File: src/rtl/rst_hub_pkg.sv
package rst_hub_pkg;
    // request index order equals priority order (index 0 wins)
    localparam int NSRC = 6;
    localparam int S_PIN = 0;
    localparam int S_SUP = 1;
    localparam int S_MCD = 2;
    localparam int S_CMP = 3;
    localparam int S_WDT = 4;
    localparam int S_FLS = 5;

    // flag register bit positions
    localparam int F_PIN = 0;
    localparam int F_SUP = 1;
    localparam int F_MCD = 2;
    localparam int F_WDT = 3;
    localparam int F_CMP = 5;
    localparam int F_FLS = 6;
    localparam logic [7:0] FLAG_MASK = 8'b0110_1111;
    localparam logic [7:0] POR_FLAGS = 8'h02;

    typedef enum logic [1:0] {
        FA_FETCH = 2'd0,
        FA_TABLE = 2'd1,
        FA_WRITE = 2'd2,
        FA_NONE  = 2'd3
    } fa_kind_e;

    function automatic int flag_pos(input int src);
        case (src)
            S_PIN:   return F_PIN;
            S_SUP:   return F_SUP;
            S_MCD:   return F_MCD;
            S_CMP:   return F_CMP;
            S_WDT:   return F_WDT;
            default: return F_FLS;
        endcase
    endfunction
endpackage

File: src/rtl/rst_sync.sv
module rst_sync #(
    parameter int          W      = 1,
    parameter int          STAGES = 2,
    parameter logic [W-1:0] INIT  = '1
) (
    input  logic         clk,
    input  logic         por_n,
    input  logic [W-1:0] din,
    output logic [W-1:0] dout
);
    logic [W-1:0] stage_q [STAGES];

    always_ff @(posedge clk or negedge por_n) begin
        if (!por_n) begin
            for (int i = 0; i < STAGES; i++) stage_q[i] <= INIT;
        end else begin
            stage_q[0] <= din;
            for (int i = 1; i < STAGES; i++) stage_q[i] <= stage_q[i-1];
        end
    end

    assign dout = stage_q[STAGES-1];
endmodule

File: src/rtl/flash_guard.sv
module flash_guard
    import rst_hub_pkg::*;
#(
    parameter int            AW    = 16,
    parameter logic [AW-1:0] LIMIT = 16'h1DFF
) (
    input  logic          fa_valid,
    input  logic [1:0]    fa_kind,
    input  logic [AW-1:0] fa_addr,
    input  logic          flash_wr_en,
    output logic          viol
);
    logic above;
    logic counts;

    always_comb begin
        above = fa_addr > LIMIT;
        case (fa_kind_e'(fa_kind))
            FA_FETCH: counts = 1'b1;
            FA_TABLE: counts = 1'b1;
            FA_WRITE: counts = flash_wr_en;
            default:  counts = 1'b0;
        endcase
        viol = fa_valid && above && counts;
    end
endmodule

File: src/rtl/cause_pick.sv
module cause_pick
    import rst_hub_pkg::*;
(
    input  logic [NSRC-1:0] act,
    output logic            any,
    output logic [7:0]      flags
);
    always_comb begin
        any   = |act;
        flags = '0;
        for (int i = NSRC - 1; i >= 0; i--) begin
            if (act[i]) begin
                flags = '0;
                flags[flag_pos(i)] = 1'b1;
            end
        end
    end
endmodule

File: src/rtl/rst_hub.sv
module rst_hub
    import rst_hub_pkg::*;
#(
    parameter int            AW      = 16,
    parameter logic [AW-1:0] LIMIT   = 16'h1DFF,
    parameter int            STRETCH = 16
) (
    input  logic          clk,
    input  logic          por_n,
    input  logic          pin_n,
    input  logic          sup_req,
    input  logic          mcd_req,
    input  logic          cmp_out,
    input  logic          wdt_req,
    input  logic          fa_valid,
    input  logic [1:0]    fa_kind,
    input  logic [AW-1:0] fa_addr,
    input  logic          flash_wr_en,
    input  logic          reg_we,
    input  logic [7:0]    reg_wdata,
    output logic [7:0]    reg_rdata,
    output logic          sys_rst
);
    localparam int CW = (STRETCH > 2) ? $clog2(STRETCH) : 1;
    localparam logic [CW-1:0] CNT_TOP = CW'(STRETCH - 1);

    typedef struct packed {
        logic          rst;
        logic [CW-1:0] cnt;
        logic [7:0]    flags;
        logic          sup_en;
        logic          mcd_en;
        logic          cmp_en;
    } state_t;

    state_t state_d, state_q;

    logic [1:0]      sync_out;
    logic            pin_low, cmp_low, flash_viol;
    logic            sup_arm, any_act;
    logic [NSRC-1:0] act;
    logic [7:0]      pick_flags;
    logic            unused_wbits;

    assign unused_wbits = ^{reg_wdata[7:6], reg_wdata[4:3], reg_wdata[0]};

    rst_sync #(.W(2), .STAGES(2), .INIT(2'b11)) u_sync (
        .clk  (clk),
        .por_n(por_n),
        .din  ({cmp_out, pin_n}),
        .dout (sync_out)
    );

    assign pin_low = ~sync_out[0];
    assign cmp_low = ~sync_out[1];

    flash_guard #(.AW(AW), .LIMIT(LIMIT)) u_guard (
        .fa_valid   (fa_valid),
        .fa_kind    (fa_kind),
        .fa_addr    (fa_addr),
        .flash_wr_en(flash_wr_en),
        .viol       (flash_viol)
    );

    always_comb begin
        sup_arm        = reg_we && reg_wdata[F_SUP] && !state_q.sup_en && !state_q.rst;
        act            = '0;
        act[S_PIN]     = pin_low;
        act[S_SUP]     = (sup_req && state_q.sup_en) || sup_arm;
        act[S_MCD]     = mcd_req && state_q.mcd_en;
        act[S_CMP]     = cmp_low && state_q.cmp_en;
        act[S_WDT]     = wdt_req;
        act[S_FLS]     = flash_viol;
    end

    cause_pick u_pick (
        .act  (act),
        .any  (any_act),
        .flags(pick_flags)
    );

    always_comb begin
        state_d = state_q;
        if (!state_q.rst && reg_we) begin
            state_d.sup_en = reg_wdata[F_SUP];
            state_d.mcd_en = reg_wdata[F_MCD];
            state_d.cmp_en = reg_wdata[F_CMP];
        end
        if (any_act) begin
            if (!state_q.rst) begin
                state_d.rst   = 1'b1;
                state_d.flags = pick_flags;
            end
            state_d.cnt = CNT_TOP;
        end else if (state_q.rst) begin
            if (state_q.cnt != '0) state_d.cnt = state_q.cnt - 1'b1;
            else                   state_d.rst = 1'b0;
        end
    end

    always_ff @(posedge clk or negedge por_n) begin
        if (!por_n) begin
            state_q.rst    <= 1'b1;
            state_q.cnt    <= CNT_TOP;
            state_q.flags  <= POR_FLAGS;
            state_q.sup_en <= 1'b0;
            state_q.mcd_en <= 1'b0;
            state_q.cmp_en <= 1'b0;
        end else begin
            state_q <= state_d;
        end
    end

    assign reg_rdata = state_q.flags;
    assign sys_rst   = state_q.rst;

    // checker-only count of cycles spent in reset
    logic [CW:0] held_q;
    always_ff @(posedge clk or negedge por_n) begin
        if (!por_n)                 held_q <= '0;
        else if (!state_q.rst)      held_q <= '0;
        else if (held_q != '1)      held_q <= held_q + 1'b1;
    end

    a_r4_min_stretch: assert property (@(posedge clk) disable iff (!por_n)
        $fell(sys_rst) |-> (held_q >= (CW+1)'(STRETCH - 1)));

    a_r3_single_flag: assert property (@(posedge clk) disable iff (!por_n)
        $onehot(reg_rdata & FLAG_MASK) && ((reg_rdata & ~FLAG_MASK) == 8'h00));

    a_r2_pin_wins: assert property (@(posedge clk) disable iff (!por_n)
        (pin_low && !sys_rst) |=> (sys_rst && reg_rdata == 8'h01));

    a_r9_flash_resets: assert property (@(posedge clk) disable iff (!por_n)
        flash_viol |=> sys_rst);

    a_r5_write_in_reset_ignored: assert property (@(posedge clk) disable iff (!por_n)
        (sys_rst && reg_we) |=> $stable({state_q.sup_en, state_q.mcd_en, state_q.cmp_en}));
endmodule

File: config.mk
export PLATFORM = sky130hd
export DESIGN_NAME = rst_hub
export DESIGN_NICKNAME = d
export VERILOG_FILES = /design/src/rtl/rst_hub_pkg.sv /design/src/rtl/rst_sync.sv /design/src/rtl/flash_guard.sv /design/src/rtl/cause_pick.sv /design/src/rtl/rst_hub.sv
export SDC_FILE = /design/constraint.sdc
export NUM_CORES = 1
export LEC_CHECK = 0
export BUFFER_PORTS_ARGS = -buffer_cell sky130_fd_sc_hd__buf_2
export CAP_MARGIN = 30
export CELL_PAD_IN_SITES_DETAIL_PLACEMENT = 0
export CELL_PAD_IN_SITES_GLOBAL_PLACEMENT = 1
export CORE_ASPECT_RATIO = 0.9
export CORE_UTILIZATION = 31
export CTS_BUF_LIST = sky130_fd_sc_hd__clkbuf_16
export CTS_CLUSTER_DIAMETER = 30
export CTS_CLUSTER_SIZE = 24
export DETAILED_ROUTE_END_ITERATION = 8
export PLACE_DENSITY = 0.7
export SYNTH_ARGS = -nofsm -noshare
export SYNTH_HDL_FRONTEND = slang
export SYNTH_SLANG_ARGS = --single-unit
File: constraint.sdc
create_clock -name clk -period 2.4 [get_ports clk]
set_input_delay 0.48 -clock clk [delete_from_list [all_inputs] [get_ports clk]]
set_output_delay 0.48 -clock clk [all_outputs]
set_load 0.1 [all_outputs]
# After elaboration in Yosys (flattened, before gate mapping)
# Cells that the tools add are included.
[classes]
n_bitwise = 3
addsub = 1
order_cmp = 13
n_reduce_logical = 26
eq_ne = 2
muxes = 29
[op_table]
columns = ["cell", "count"]
rows = [
  ["$ge 32x1->1 const B", 6],
  ["$lt 32x5->1 const B", 6],
  ["$mux 32", 6],
  ["$mux 8", 6],
  ["$demux 1 s3", 6],
  ["$gt 16x13->1 const B", 1],
  ["$logic_and 1x1->1", 15],
  ["$mux 5", 2],
  ["$mux 1", 7],
  ["$reduce_or 6->1", 1],
  ["$mux 4", 1],
  ["$reduce_and 2->1", 2],
  ["$reduce_bool 2->1", 2],
  ["$reduce_bool 4->1", 1],
  ["$sub 4x1->4 const B", 1],
  ["$not 1->1", 3],
  ["$eq 2x1->1 const B", 1],
  ["$eq 2x2->1 const B", 1],
  ["$logic_not 1->1", 2],
  ["$logic_not 2->1", 1],
  ["$pmux 1 s2", 1],
  ["$reduce_or 2->1", 1],
  ["$logic_or 1x1->1", 1],
]
[word_totals]
input_bits = 36
register_bits = 20

# Depth between registers and ports, before layout
# Gate-level depths: netlist of the first run.
[depth]
depth_word = 15
depth_mapped = 6

# By module
# A second synthesis of the first run with hierarchy kept.
[hier_totals]
hier_cells = 88
hier_area_um2 = 1013.5
[by_module_without_submodules]
columns = ["module", "area_per_inst_um2", "n_inst", "cells_each"]
rows = [
  ["rst_hub", 765.7, 1, 65],
  ["rst_sync", 120.1, 1, 6],
  ["cause_pick", 83.8, 1, 12],
  ["flash_guard", 43.8, 1, 5],
]

# Worst setup path after synthesis of the first run
# No wires, ideal clock.
[synth_timing]
path_kind = "register -> register"
startpoint = "register state_q (netlist bit sys_rst)"
endpoint = "register state_q (netlist bit reg_rdata[2])"
arrival_time_ns = 1.655
setup_slack_ns = 0.649
path_stages_with_launch = 4
setup_ns = 0.096
t_required_ns = 2.304
n_path_buf = 0
cell_sequence = "dfstp_2 o211ai_4 o41a_1 o32ai_2"
[synth_between]
elab_chain_len = 5
word_cells_on_any_way = 8
cone_classes = "mux: 2; bitwise: 1; reduce/logical: 5"
[synth_lines]
columns = ["element", "line", "rtl"]
rows = [
  ["start, declared", "rst_hub.sv:36", "state_t state_d, state_q;"],
  ["start signal, assigned", "rst_hub.sv:110", "state_q <= state_d;"],
  ["$logic_not 1->1", "n/a", ""],
  ["$logic_and 1x1->1", "rst_hub.sv:66", "sup_arm = reg_we && reg_wdata[F_SUP] && !state_q.sup_en && !state_q.rst;"],
  ["$logic_or 1x1->1", "rst_hub.sv:69", "act[S_SUP] = (sup_req && state_q.sup_en) || sup_arm;"],
  ["$reduce_or 6->1 / $mux 8 (equally long branches)", "cause_pick.sv:9, cause_pick.sv:12", ""],
  ["$reduce_and 2->1 (no source line) / $mux 8 (equally long branches)", "n/a", ""],
]
# Several ways; a longest one is shown, not always the timed one.
# A chain may end at the register's enable or synchronous reset.

# Worst setup path in the final report of the first run
[layout_timing]
startpoint = "register state_q (netlist bit sys_rst)"
endpoint = "output sys_rst"
[layout_lines]
columns = ["element", "line", "rtl"]
rows = [
  ["end, declared", "rst_hub.sv:22", "output logic sys_rst"],
]
# No word-level cell between the ends.

==> results of run 1 <==
registers in the layout, summed over array words and instances, names as in the netlist:
| register | count |
|---|---|
| state_q | 7 |
| u_sync.dout | 2 |
| u_sync.stage_q | 2 |
| reg_rdata | 6 |
| sys_rst | 1 |
layout make-up:
cell class	count	share of cell area (%)
Clock buffer	3	6.51
Tap cell	40	4.34
Multi-Input combinational cell	50	33.9
Sequential cell	18	40.1
Clock inverter	1	0.325
Timing Repair Buffer	28	12.1
Inverter	8	2.60
placed cells by master, fill, tap and decap left out, types with 2 or more instances in the layout:
cell       netlist  routed
dfrtp_1          8       8
inv_1            8       8
buf_2            1      28
nand2b_1         2       2
clkbuf_16        0       3
nand2_1         11      11
xor2_1           2       2
nor2_1           2       2
conb_1           1       2
ha_1             2       2
dfstp_2         10      10
mux2_2           3       3
nand3_1          3       3
nor3_1           2       2
power by group:
group,switching (mW),internal (mW)
sequential,0.00386,0.315
combinational,0.0427,0.0239
clock,0.104,0.221
total,0.151,0.560
metrics by stage:
step	total power, mW	cell area [µm²]	util, %	hold WS, ns	setup slack (ns)
5_1_grt	0.742	1150	41.0	0.192	0.405
3_3_place_gp	0.389	1070	38.2	0.346	0.702
4_1_cts	0.725	1150	41.0	0.171	0.449
6_report	0.711	1150	41.0	0.159	0.466
3_5_place_dp	0.391	1070	38.2	0.347	0.688
2_1_floorplan	0.364	950	-	0.184	0.649
metal layers:
layer | wire length, µm | vias up | global-route usage [%] | part of all wire (%)
met5 | 0 | - | 0 | 0
met4 | 12 | 0 | 5.81 | 0.74
met2 | 684 | 32 | 16.7 | 42
li1 | - | 330 | - | -
met3 | 110 | 2 | 2.36 | 6.8
met1 | 822 | 291 | 14.5 | 50
logic make-up (layout without fill, tap and decap cells):
group / after synthesis / after routing / share of synthesized area (%)
adders and majority gates: 2 / 2 / 2.65
muxes: 3 / 3 / 3.57
and+or+nand+nor: 28 / 28 / 17.1
other: 1 / 2 / 0.396
xor gates and xnor gates: 3 / 3 / 2.78
AOI/OAI and AO/OA: 12 / 12 / 14.6
buffers and inverters: 17 / 40 / 10.1
DFF: 18 / 18 / 48.9
worst max-delay path by stage:
stage                      start                  endpoint  slack [ns]  cells past startpoint
2_1_floorplan  sys_rst$_DFF_PN1_  reg_rdata[2]$_DFFE_PN0P_        0.65                      3
3_3_place_gp          fa_kind[0]  reg_rdata[5]$_DFFE_PN0P_        0.70                      5
3_5_place_dp          fa_kind[0]  reg_rdata[5]$_DFFE_PN0P_        0.69                      5
4_1_cts        sys_rst$_DFF_PN1_                   sys_rst        0.45                      1
5_1_grt        sys_rst$_DFF_PN1_                   sys_rst        0.40                      1
6_report       sys_rst$_DFF_PN1_                   sys_rst        0.47                      1
==> impl_results.md, run 1 <==
- Routed vias: 655
- Max FO, Critical Path: 15
- Slew Limit Fails: 0
- Total Routing Usage GR: 10.9%
- Number of nets in the layout: 147
- DRC viols: 0
- Core area: 2820 µm²
- CTS resizes: 0
- Skew final: 0.00189 ns
- Port buffer count: 28
- Multi-input logic area: 392 µm²
- CTS tree: built
- Clock-pin slew on the worst setup and hold paths: 0.05 ns
- Drt pass-1 iters: 4
- FFs w/ async S/R, synth: 100%
- Initial antenna violation count: 0
- Status: complete, no violations
- Number of antenna diodes: 0
- Ys Warns: 0
- Crit Path Category: reg2out
- Total CTS buffers: 3
- Layout cell share with drive strength beyond 1: 49.1%
- Area leader, netlist: dfstp_2
- RSZ-0062 raised after global routing: no
- Final std cells w/o fill: 148
- # rows: 18
- Crit path capture type: primary output
- Worst R2R End: reg_rdata[2]$_DFFE_PN0P_
- Top post-synthesis cells by area: dfstp_2 28%, dfrtp_1 21%, buf_4 6.3%
- Arr. time, crit path: 1.45 ns
- Post-CTS Setup Repair Bufs: 0
- Die width: 60.2 µm
- Clk sinks: 18
- Top-count cell post-synth: nand2_1
- Syn avg cell area: 11.3 µm²
- Setup TNS: 0 ns
- Total die area: 3280 µm²
- Vias in the first global route: 609
- R2R Setup Slk: 0.81 ns
- Top cell type's share of synthesized area: 27.8%
- Detailed-route wire length: 1630 µm
- Initial drt markers: 5
- Hold Path Class: in2async
- Area Overhead vs Synth: 22.0%
- Tcrit/Tclk final: 80.6%
- Crit path buf inv count: 1
- Main synth FF type: dfstp_2
- I/O pins: 45
- Fillers: 272
- Root Driver: clkbuf_16
- First-pass GRT wire length: 2570 µm
- Clock Latency Late Sink: 0.24 ns
- Synth Register Bits: 18
- Post-synthesis sequential area ratio: 48.9%
- MaxCap Viol Count: 0
- Synth top cells by count: 11 x nand2_1, 10 x dfstp_2, 8 x buf_4, 8 x dfrtp_1, 8 x inv_1
- P_leak: 0.549 nW
- Post-route ant nets: 0
- Mapped Area: 946 µm²
- PwrDens: 616 nW/µm²
- Clock Path Buffers: 2
- Critical path startpoint category: register
- Min Clock Period, post-route: 1.93 ns
- Hold buffers post-CTS: 0
- Fmax: 0.517 GHz
- Delay-heaviest family, CP: flip-flops
- Largest net degree at the start of global routing: 19
- Placed Cells: 144
- Reg2reg path depth: 3
- CP max-delay cell: dfstp_2
- Req. time, crit path: 1.92 ns
- Number of enable flip-flop cells after synthesis: 0
- Syn Inst Count: 84
- Global route total overflow: 0
- Die height: 54.4 µm
- Final HPWL DP: 1240 µm
- VDD IR-drop max: 0.328 mV
- Crit path largest cell delay: 0.72 ns
- Clock H-tree levels: 1
- Crit-path cells: buf_2
- Hold Vio Cnt, Final: 0
- Final Setup Violations: 0
- Vias per cell: 4.43
- Synth cell types: 35
- Register Area: 463 µm²
- Starting Density: 33.6%
- Wire per inst: 11.0 µm
- Reg2reg start: sys_rst$_DFF_PN1_
- GP Congestion: 0.660
No activity file was read; power rests on OpenSTA's default activity.
==> run 2: changes to the inputs <==
==> constraint.sdc (replaced) <==
create_clock -name clk -period 2 [get_ports clk]
set_input_delay 0.4 -clock clk [delete_from_list [all_inputs] [get_ports clk]]
set_output_delay 0.4 -clock clk [all_outputs]
set_load 0.1 [all_outputs]
==> impl_results.md, run 2 (synthesis results as in run 1) <==
- Min Hold Slack: 0.0770 ns
- Port buffer count: 28
- Most frequent cells in the layout: 28 x buf_2, 11 x nand2_1, 10 x dfstp_2
- Layout cell share with drive strength beyond 1: 49.5%
- Clock H-tree levels: 1
- Commonest non-fill, non-tap cell in the layout: buf_2
- Sequential share of power: 44.9%
- Vias per cell: 4.46
- Drt pass-1 iters: 4
- Number of nets in the layout: 148
- Number of antenna diodes: 0
- CP endpoint: sys_rst
- Hold Path Class: in2async
- Post-DP Area: 1080 µm²
- Reg2reg path depth: 6
- P_leak: 0.553 nW
- MaxCap Viol Count: 0
- Comb pwr share: 9.5%
- Total net switching power: 0.180 mW
- Critical path depth: 1
- Max FFs per register: 7
- VDD IR-drop max: 0.668 mV
- Req. time, crit path: 1.60 ns
- Vias in the first global route: 578
- CTS tree: built
- Total die area: 3280 µm²
- R2R Setup Slk: 0.46 ns
- Placed Cells: 145
- Global route total overflow: 0
- Max FO, Critical Path: 9
- Post-CTS Setup Repair Bufs: 0
- Die height: 54.4 µm
- Most flop-heavy register: state_q
- Largest net degree at the start of global routing: 19
- Delay-heaviest family, CP: flip-flops
- PwrDens: 734 nW/µm²
- Critical path startpoint category: register
- CTS resizes: 0
- Fmax: 0.572 GHz
- Crit path buf inv count: 1
- Setup TNS: 0 ns
- DRC viols: 0
- Post-route ant nets: 0
- Root Driver: clkbuf_16
- # rows: 18
- Wire per inst: 11.5 µm
- First-pass GRT wire length: 2590 µm
- Hold buffers post-CTS: 0
- Status: complete, no violations
- Arr. time, crit path: 1.35 ns
- Crit-path cells: buf_2
- CP max-delay cell: dfstp_2
- I/O pins: 45
- Crit Path Category: reg2out
- Crit path from: sys_rst$_DFF_PN1_
- Skew final: 0.000947 ns
- Total Routing Usage GR: 11.0%
- Clock Path Buffers: 2
- Final HPWL DP: 1310 µm
- RSZ-0062 raised after global routing: no
- Initial drt markers: 8
- Crit path capture type: primary output
- Hold Vio Cnt, Final: 0
- Clock-pin slew on the worst setup and hold paths: 0.05 ns
- Switch share: 21.1%
- Die width: 60.2 µm
- Final Util: 41.2%
- Starting Density: 33.6%
- Worst R2R End: state_q[11]$_DFFE_PN1P_
- Routed vias: 665
- Clock Latency Late Sink: 0.24 ns
- Initial antenna violation count: 0
- Slew Limit Fails: 0
- Total CTS buffers: 3
- GP Congestion: 0.678
- Final Setup Violations: 0
- Reg2reg start: state_q[11]$_DFFE_PN1P_
- Detailed-route wire length: 1710 µm
- Clock group share of total power: 45.6%
- Min Clock Period, post-route: 1.75 ns
- Tcrit/Tclk final: 87.5%
- Final std cells w/o fill: 149
- Crit path largest cell delay: 0.64 ns
- Area Overhead vs Synth: 22.8%
- Final Cell Area: 1160 µm²
- P_int: 0.672 mW
- Core area: 2820 µm²
- Clk sinks: 18
-- run 2: changes by cell type in the layout (fill, tap and decap cells not counted) --
cell   delta
buf_4     +1
-- run 2: routing by layer --
| metal | GRT usage [%] | up-vias | share of wire (%) |
|---|---|---|---|
| met4 | 2.33 | 0 | 0 |
| met2 | 16.7 | 32 | 42 |
| li1 | - | 333 | - |
| met3 | 4.49 | 0 | 9.6 |
| met1 | 14.7 | 300 | 48 |
| met5 | 0 | - | 0 |
-- run 2: worst min-delay path by stage --
stage               startpoint  cells after the start                        to  slack, ns
floorplan                por_n                      0  reg_rdata[0]$_DFFE_PN0P_       0.10
global placement         por_n                      1    state_q[2]$_DFFE_PN0P_       0.34
detailed placement       por_n                      1    state_q[2]$_DFFE_PN0P_       0.35
CTS                      por_n                      1    state_q[2]$_DFFE_PN0P_       0.09
global route             por_n                      1    state_q[2]$_DFFE_PN0P_       0.11
finish                   por_n                      1    state_q[1]$_DFFE_PN0P_       0.08
-- run 2: metrics by stage --
step / setup slack (ns) / total power, mW
after floorplan: 0.249 / 0.436
after global placement: 0.380 / 0.467
after detailed placement: 0.379 / 0.469
after CTS: 0.240 / 0.866
after global routing: 0.200 / 0.885
final: 0.251 / 0.852
-- run 2: power groups by stage --
stage          registers [mW]  logic [mW]  clock network, mW
2_1_floorplan           0.387      0.0492                  0
3_3_place_gp            0.388      0.0793                  0
3_5_place_dp            0.388      0.0812                  0
4_1_cts                 0.383      0.0820              0.402
5_1_grt                 0.383      0.0889              0.413
6_report                0.383      0.0808              0.389
-- run 2: area by class of cell --
class	instances	area (µm²)
fillers	278	1650
flip-flops and latches	18	463
multi-input cells	50	392
repair buffers	29	148
clock buffers	3	75.1
well taps	40	50.0
inverters	8	30.0
clock inverters	1	3.75
==> run 3: changes to the inputs <==
--- a/config.mk
+++ b/config.mk
@@ -5,7 +5,6 @@
 export SDC_FILE = /design/constraint.sdc
 export NUM_CORES = 1
 export LEC_CHECK = 0
-export BUFFER_PORTS_ARGS = -buffer_cell sky130_fd_sc_hd__buf_2
 export CAP_MARGIN = 30
 export CELL_PAD_IN_SITES_DETAIL_PLACEMENT = 0
 export CELL_PAD_IN_SITES_GLOBAL_PLACEMENT = 1
@@ -15,7 +14,8 @@
 export CTS_CLUSTER_DIAMETER = 30
 export CTS_CLUSTER_SIZE = 24
 export DETAILED_ROUTE_END_ITERATION = 8
-export PLACE_DENSITY = 0.7
+export DONT_BUFFER_PORTS = 1
+export PLACE_DENSITY = 0.53
 export SYNTH_ARGS = -nofsm -noshare
 export SYNTH_HDL_FRONTEND = slang
 export SYNTH_SLANG_ARGS = --single-unit
==> impl_results.md, run 3 (synthesis results as in run 1) <==
- Reg2reg path depth: 6
- Total Routing Usage GR: 13.2%
- P_leak: 0.480 nW
- Status: complete, no violations
- MaxCap Viol Count: 0
- Crit path capture type: primary output
- Sequential share of power: 45.4%
- # rows: 18
- Die width: 60.2 µm
- Area Overhead vs Synth: 13.8%
- Wire per inst: 12.9 µm
- Critical path depth: 2
- Hold Vio Cnt, Final: 0
- Delay-heaviest family, CP: flip-flops
- P_int: 0.660 mW
- Final Setup Violations: 0
- Largest net degree at the start of global routing: 19
- DRC viols: 0
- Skew final: 0.00415 ns
- Clock Latency Late Sink: 0.25 ns
- Clk sinks: 18
- Crit path buf inv count: 2
- Drt pass-1 iters: 4
- CTS tree: built
- Die height: 54.4 µm
- Final HPWL DP: 1240 µm
- Port buffer count: 0
- CP most frequent cell: buf_4
- CTS resizes: 0
- Routed vias: 610
- Detailed-route wire length: 1650 µm
- First-pass GRT wire length: 3040 µm
- Clock Path Buffers: 2
- Hold Path Class: in2reg
- Placed Cells: 123
- Total CTS buffers: 3
- Most frequent cells in the layout: 11 x nand2_1, 10 x dfstp_2, 8 x inv_1, 8 x dfrtp_1, 7 x buf_4
- Switch share: 21.8%
- Tcrit/Tclk final: 85.9%
- Crit Path Category: reg2out
- Commonest non-fill, non-tap cell in the layout: nand2_1
- Layout cell share with drive strength beyond 1: 36.4%
- Number of antenna diodes: 0
- Req. time, crit path: 1.60 ns
- Root Driver: clkbuf_16
- Post-route ant nets: 0
- Worst Hold Path Cells: 0
- Initial drt markers: 3
- Max FO, Critical Path: 14
- Fmax: 0.582 GHz
- VDD IR-drop max: 0.499 mV
- I/O pins: 45
- Initial antenna violation count: 0
- Most flop-heavy register: state_q
- Final std cells w/o fill: 128
- Clock H-tree levels: 1
- Comb pwr share: 7.1%
- Crit path largest cell delay: 0.55 ns
- Post-CTS Setup Repair Bufs: 0
- Hold buffers post-CTS: 1
- Slew Limit Fails: 0
- Global route total overflow: 0
- Number of nets in the layout: 127
- CP max-delay cell: dfstp_2
- Clock-pin slew on the worst setup and hold paths: 0.05 ns
- Max FFs per register: 7
- Total net switching power: 0.184 mW
- Worst-margin pin slew: 0.810 ns
- Worst slew margin: 45.8%
- Clock group share of total power: 47.5%
- Vias per cell: 4.77
- Vias in the first global route: 663
- PwrDens: 784 nW/µm²
- Starting Density: 33.6%
- Arr. time, crit path: 1.32 ns
- RSZ-0062 raised after global routing: no
- Crit-path cells: buf_4 -> buf_4
- GP Congestion: 0.641
- Final Util: 38.2%
- Core area: 2820 µm²
- Total die area: 3280 µm²
- Min Clock Period, post-route: 1.72 ns
- Setup TNS: 0 ns
- Critical path startpoint category: register
run 3: routing by layer:
metal | track usage [%] | part of all wire, %
met3 | 5.20 | 9.2
met4 | 4.65 | 0.61
met5 | 0 | 0
met1 | 16.7 | 47
met2 | 20.3 | 43
run 3: cell type report:
class	instances	area, µm²
inverter	8	30.0
fill	292	1740
sequential	18	463
tap	40	50.0
clock buffer	3	75.1
timing repair buffer	8	62.6
clock inverter	1	3.75
multi-input combinational	50	392
run 3: worst reg2reg max path: cells and delay by family (launching register included):
kind,cells,cell delay (ns)
adders and majority gates,1,0.16
xor gates and xnor gates,1,0.13
and+or+nand+nor,3,0.70
DFF,1,0.37
buffers and inverters,1,0.11
run 3: path summary, 6_finish.rpt:
| check | start | to | slack (ns) |
|---|---|---|---|
| max | sys_rst$_DFF_PN1_ | sys_rst | 0.28 |
| min | cmp_out | u_sync.stage_q[3]$_DFF_PN1_ | 0.15 |
| max reg2reg | state_q[11]$_DFFE_PN1P_ | state_q[11]$_DFFE_PN1P_ | 0.46 |
| min reg2reg | u_sync.stage_q[2]$_DFF_PN1_ | u_sync.dout[0]$_DFF_PN1_ | 0.35 |
| max in group asynchronous | por_n | state_q[2]$_DFFE_PN0P_ | 0.81 |
| min in group asynchronous | por_n | reg_rdata[0]$_DFFE_PN0P_ | 0.69 |
run 3: power by group through the flow:
stage | Combinational [mW] | Clock [mW] | Sequential [mW]
detailed placement | 0.0519 | 0 | 0.388
global placement | 0.0514 | 0 | 0.388
global route | 0.0668 | 0.440 | 0.384
floorplan | 0.0492 | 0 | 0.387
finish | 0.0599 | 0.401 | 0.383
CTS | 0.0612 | 0.416 | 0.383
run 3: per-stage QoR:
stage          hold slack, ns  area [µm²]  total power, mW  worst slack [ns]
2_1_floorplan           0.104         950            0.436             0.249
3_3_place_gp            0.105         987            0.440             0.477
3_5_place_dp            0.105         987            0.440             0.464
4_1_cts                 0.142        1080            0.860             0.270
5_1_grt                 0.136        1080            0.891             0.226
6_report                0.148        1080            0.844             0.283
